### src/rtl/ttt_pkg.sv
package ttt_pkg;
  localparam int NSQ   = 9;
  localparam int NLINE = 8;

  // A cleared bit marks a line passing through the square.
  // Line bits: 7..5 rows, 4..2 columns, 1 main diagonal, 0 anti-diagonal.
  function automatic logic [NLINE-1:0] sq_line_mask(input int idx);
    case (idx)
      0:       return 8'b0110_1101;
      1:       return 8'b0111_0111;
      2:       return 8'b0111_1010;
      3:       return 8'b1010_1111;
      4:       return 8'b1011_0100;
      5:       return 8'b1011_1011;
      6:       return 8'b1100_1110;
      7:       return 8'b1101_0111;
      8:       return 8'b1101_1001;
      default: return '1;
    endcase
  endfunction
endpackage

### src/rtl/ttt_square_sel.sv
module ttt_square_sel
  import ttt_pkg::*;
#(
  parameter int PW = 8
) (
  input  logic [NSQ*PW-1:0] board,
  input  logic [3:0]        sq_idx,
  output logic [PW-1:0]     sq_val,
  output logic [NLINE-1:0]  sq_mask
);
  logic [PW-1:0]    vals  [NSQ];
  logic [NLINE-1:0] masks [NSQ];

  for (genvar g = 0; g < NSQ; g++) begin : g_sq
    assign vals[g]  = board[g*PW +: PW];
    assign masks[g] = sq_line_mask(g);
  end

  always_comb begin
    sq_val  = '0;
    sq_mask = '1;
    for (int i = 0; i < NSQ; i++) begin
      if (sq_idx == 4'(i)) begin
        sq_val  = vals[i];
        sq_mask = masks[i];
      end
    end
  end
endmodule

### src/rtl/ttt_line_acc.sv
module ttt_line_acc
  import ttt_pkg::*;
#(
  parameter int PW = 8
) (
  input  logic             clk,
  input  logic             rst_n,
  input  logic             step,
  input  logic             first_sq,
  input  logic [PW-1:0]    sq_val,
  input  logic [PW-1:0]    cand,
  input  logic [NLINE-1:0] sq_mask,
  output logic             any_line
);
  logic [NLINE-1:0] acc_q, acc_cur, acc_nxt;

  always_comb begin
    acc_cur  = first_sq ? '1 : acc_q;
    acc_nxt  = (sq_val == cand) ? acc_cur : (acc_cur & sq_mask);
    any_line = |acc_nxt;
  end

  always_ff @(posedge clk) begin
    if (!rst_n)     acc_q <= '1;
    else if (step)  acc_q <= acc_nxt;
  end
endmodule

### src/rtl/ttt_scan_ctrl.sv
module ttt_scan_ctrl
  import ttt_pkg::*;
#(
  parameter int PW = 8,
  localparam int BW = (PW > 1) ? $clog2(PW) : 1
) (
  input  logic          clk,
  input  logic          rst_n,
  input  logic          accept,
  input  logic          any_line,
  output logic          busy,
  output logic          first_sq,
  output logic          finish,
  output logic [3:0]    sq_idx,
  output logic [PW-1:0] cand
);
  logic [BW-1:0] bit_idx;
  logic          last_sq, last_bit;

  assign last_sq  = (sq_idx == 4'(NSQ-1));
  assign last_bit = (bit_idx == BW'(PW-1));
  assign first_sq = (sq_idx == 4'd0);
  assign finish   = busy && last_sq && (any_line || last_bit);
  assign cand     = {{(PW-1){1'b0}}, 1'b1} << bit_idx;

  always_ff @(posedge clk) begin
    if (!rst_n) begin
      busy    <= 1'b0;
      sq_idx  <= '0;
      bit_idx <= '0;
    end else if (!busy) begin
      if (accept) begin
        busy    <= 1'b1;
        sq_idx  <= '0;
        bit_idx <= '0;
      end
    end else if (last_sq) begin
      sq_idx <= '0;
      if (any_line || last_bit) busy    <= 1'b0;
      else                      bit_idx <= bit_idx + 1'b1;
    end else begin
      sq_idx <= sq_idx + 4'd1;
    end
  end
endmodule

### src/rtl/ttt_line_detect.sv
module ttt_line_detect
  import ttt_pkg::*;
#(
  parameter int PW = 8
) (
  input  logic              clk,
  input  logic              rst_n,
  input  logic              in_valid,
  output logic              in_ready,
  input  logic [NSQ*PW-1:0] in_board,
  output logic              done,
  output logic              win_found,
  output logic [PW-1:0]     win_player
);
  logic              busy, first_sq, finish, any_line, accept;
  logic [3:0]        sq_idx;
  logic [PW-1:0]     cand, sq_val;
  logic [NLINE-1:0]  sq_mask;
  logic [NSQ*PW-1:0] board_q;

  assign in_ready = !busy;
  assign accept   = in_valid && !busy;

  always_ff @(posedge clk) begin
    if (!rst_n)      board_q <= '0;
    else if (accept) board_q <= in_board;
  end

  ttt_scan_ctrl #(.PW(PW)) u_ctrl (
    .clk(clk), .rst_n(rst_n), .accept(accept), .any_line(any_line),
    .busy(busy), .first_sq(first_sq), .finish(finish),
    .sq_idx(sq_idx), .cand(cand)
  );

  ttt_square_sel #(.PW(PW)) u_sel (
    .board(board_q), .sq_idx(sq_idx), .sq_val(sq_val), .sq_mask(sq_mask)
  );

  ttt_line_acc #(.PW(PW)) u_acc (
    .clk(clk), .rst_n(rst_n), .step(busy), .first_sq(first_sq),
    .sq_val(sq_val), .cand(cand), .sq_mask(sq_mask), .any_line(any_line)
  );

  always_ff @(posedge clk) begin
    if (!rst_n) begin
      done       <= 1'b0;
      win_found  <= 1'b0;
      win_player <= '0;
    end else begin
      done <= finish;
      if (finish) begin
        win_found  <= any_line;
        win_player <= any_line ? cand : '0;
      end
    end
  end
endmodule

### config.mk
export PLATFORM = sky130hd
export DESIGN_NAME = ttt_line_detect
export DESIGN_NICKNAME = d
export VERILOG_FILES = /design/src/rtl/ttt_pkg.sv /design/src/rtl/ttt_square_sel.sv /design/src/rtl/ttt_line_acc.sv /design/src/rtl/ttt_scan_ctrl.sv /design/src/rtl/ttt_line_detect.sv
export SDC_FILE = /design/constraint.sdc
export NUM_CORES = 1
export LEC_CHECK = 0
export ABC_AREA = 1
export BUFFER_PORTS_ARGS = -buffer_cell sky130_fd_sc_hd__buf_2
export CELL_PAD_IN_SITES_DETAIL_PLACEMENT = 1
export CELL_PAD_IN_SITES_GLOBAL_PLACEMENT = 1
export CORE_ASPECT_RATIO = 0.5
export CORE_UTILIZATION = 39
export CTS_CLUSTER_SIZE = 30
export DETAILED_ROUTE_END_ITERATION = 10
export MAX_ROUTING_LAYER = met4
export PLACE_DENSITY = 0.87
export SYNTH_ARGS = -nofsm -noshare
export SYNTH_HDL_FRONTEND = slang
export SYNTH_SLANG_ARGS = --single-unit
### constraint.sdc
create_clock -name clk -period 3.13 [get_ports clk]
set_input_delay 0.4695 -clock clk [delete_from_list [all_inputs] [get_ports clk]]
set_output_delay 0.4695 -clock clk [all_outputs]
set_load 0.05 [all_outputs]
==> results.ini <==
[placed_design]
io_buffers=85
pre_cts_ws_ns=-0.1023
dp_hpwl_um=10870
gp_congestion=0.8983
dp_cells=959

[outcome]
status=finished, final reports clean

[setup_path]
crit_fanout=10
endpoint_kind=flip-flop
cp_top_family=simple AND/OR/NAND/NOR gates
worstPathCellList=inv_2 -> nor2_1 -> nand2_4 -> nand2_2 -> nor2_1 -> nand2_1 -> nand2_1 -> nand2_1 -> nand2_1 -> nand2_1 -> inv_1 -> nand2_1 -> nor2_2 -> nand2_4 -> nand2_1 -> nand2_1 -> nand2_1 -> nor2_4 -> nand3_4 -> nand2_4 -> buf_4 -> nand2_1 -> a21oi_1
cpPeakStageDelay_ns=0.48
crit_required_ns=3.40
worstPathArrival_ns=3.39
slowest_stage=dfxtp_2
cp.buffers_inverters=3
path_common_cell=nand2_1
startpoint_type=flip-flop
crit_type=reg2reg

[synthesis]
ys_seq_area_share_pct=40.69
ys_seq_elements=98
synth_area_mm2=0.004822
yosys_most_used_dff=dfxtp_1
synthDominantCellAreaShare_pct=40.69
synth_fp_nets=818
synthTopCellsByCount=nor2_1 (173), nand2_1 (131), dfxtp_1 (98), o21ai_0 (93), inv_1 (52)
yosysTopAreaCell=dfxtp_1
yosysMostFrequentCell=nor2_1
synth_async_sr_flop_share_pct=0
yosys.cell_types.count=27
synth-edff-count=0
yosysWarnings=0
syn_area_per_cell_um2=6.588
synthTopCellsByArea=dfxtp_1 (41%), nor2_1 (13%), nand2_1 (10%)
synth_cells=732

[timing]
setup_viol_count_final=0
finalMaxSlewViolations=0
skew_ns=0.009991
setup_ws_ns=0.01653
worstMarginPinSlew_ns=0.6917
layout_min_cycle_time_ns=3.113
final-hold-violation-count=0
fin_crit_sh_pct=99.47
relSlewSlack_pct=53.60
max_freq_mhz=321.2
whs_ns=0.3257

[clock_tree]
clock_latency_ns=0.36
clock-sinks=98
cts_root_buffer=clkbuf_16
ctsHtreeMaxLevel=3
clock_path_buffers=2
clkSlewWorstSetupHoldPaths_ns=0.08
cts_buffers=9
cts_hold_buf=0
cts_tree=done

[route]
drt_pre_antenna_iters=4
met2_length_um=8204
wl_met3_um=1109
highest_layer=met4
drtIter0Drc=312
route.detailed.drc=0
wl_met1_um=7812
ant_nets=0
wl_per_cell_um=17.69
viasPerCell=5.384
vias=5330
wirelength_um=17510

[floorplan]
rows=28
pin_count=86
die_h_um=80.63
dieArea_mm2=0.01284
core-area_mm2=0.01195
start_util_pct=40.36
die_w_um=159.3

[final_layout]
fin_nets=906
utilization_pct=50.63
layout.cells.non_filler=990
diodes=0
seqCellArea_mm2=0.001972
fill_cells=1577
layout-drive-gt1-share_pct=22.30
syn_to_final_growth_pct=25.43
multi_input_area_mm2=0.002665

[pwr]
ir_drop_v=0.0002797
pwr-share-comb_pct=15.6
p_leak_nw=2.860
internal_power_mw=2.043
switchingPower_mw=0.9104
p_clk_share_pct=37.4
swShare_pct=30.82
power_density_mw_per_mm2=488.4
p_seq_share_pct=47.0

[run]
maxCapViolations=0

[grt]
grt_pass1_wl_um=24550
grt_usage_pct=25.17
grt_pass1_vias=4906
antenna_found_initial=0
grt_overflow=0
grt_max_degree=74

[min_path]
holdCritPathClass=in2reg

-- worst reg2reg max path, stage by stage (launching register included) --
cell and delay, ns:
dfxtp_2 0.48, inv_2 0.11, nor2_1 0.27, nand2_4 0.18
nand2_2 0.19, nor2_1 0.08, nand2_1 0.09, nand2_1 0.08
nand2_1 0.11, nand2_1 0.11, nand2_1 0.08, inv_1 0.05
nand2_1 0.07, nor2_2 0.05, nand2_4 0.10, nand2_1 0.08
nand2_1 0.09, nand2_1 0.10, nor2_4 0.16, nand3_4 0.11
nand2_4 0.12, buf_4 0.15, nand2_1 0.05, a21oi_1 0.14
-- power by group through the flow --
stage | combinational, mW | clock [mW] | sequential (mW)
after global placement | 0.388 | 0 | 1.41
final | 0.462 | 1.10 | 1.39
after global routing | 0.509 | 1.16 | 1.40
after detailed placement | 0.399 | 0 | 1.41
after floorplan | 0.262 | 0 | 1.39
after CTS | 0.413 | 1.12 | 1.38
-- flip-flops by register name, indices dropped and copies added, names as in the netlist --
signal          flops
u_ctrl.sq_idx       4
board_q            72
u_ctrl.bit_idx      3
win_found           1
u_acc.acc_q         8
win_player          8
u_ctrl.busy         1
done                1
-- layout make-up --
| class | count | share of cell area [%] |
|---|---|---|
| Inverter | 61 | 4.075 |
| Timing Repair Buffer | 113 | 11.11 |
| Clock inverter | 7 | 1.014 |
| Clock buffer | 9 | 3.724 |
| Sequential cell | 98 | 32.60 |
| Multi-Input combinational cell | 537 | 44.06 |
| Tap cell | 165 | 3.413 |
-- cells by family after synthesis --
group                    share of synthesized area [%]
AO/OA/AOI/OAI                                    16.24
adder cells (fa/ha/maj)                          2.854
buffers and inverters                            7.940
flip-flops                                       40.68
AND/OR/NAND/NOR                                  32.10
XOR/XNOR                                        0.1817
-- cells in the final DEF (no fill, tap or decap), types with 9 or more instances in the layout --
cell type | netlist | layout
nor2_1 | 173 | 170
nand2_1 | 131 | 119
dfxtp_1 | 98 | 94
o21ai_0 | 93 | 93
buf_2 | 9 | 85
inv_1 | 52 | 50
a21oi_1 | 46 | 45
nand3_1 | 29 | 28
buf_4 | 1 | 23
nand2_2 | 6 | 13
nand4_1 | 12 | 12
clkbuf_16 | 0 | 9
-- path summary, 6_finish.rpt --
path | startpoint | endpoint | slack [ns] | cells after the start
hold reg to reg | board_q[25] | board_q[25] | 0.45 | 2
setup / recovery | u_ctrl.sq_idx[2] | win_player[1] | 0.02 | 23
setup reg to reg | u_ctrl.sq_idx[2] | win_player[1] | 0.02 | 23
hold / removal | in_board[11] | board_q[11] | 0.33 | 3
-- through the flow --
step / power [mW] / area, µm² / TNS, ns
5_1_grt: 3.064 / 6048 / -2.053
6_report: 2.954 / 6048 / 0
3_5_place_dp: 1.808 / 5433 / -0.8732
3_3_place_gp: 1.794 / 5433 / 0
4_1_cts: 2.914 / 5766 / 0
2_1_floorplan: 1.649 / 4822 / 0
-- per-layer routing --
layer | up-vias | track usage, %
met5 | - | -
met4 | 0 | 7.019
met3 | 40 | 6.612
met2 | 152 | 39.87
met1 | 2607 | 31.83
li1 | 2531 | -
-- repair_timing --
action                     4_1_cts  5_1_grt
setup endpoints to repair       14       14
setup buffers                    0       13
gates cloned                     0        2
pin swaps                        0        9
gates resized for setup         11       48
Power figures use the tool's default switching activity.
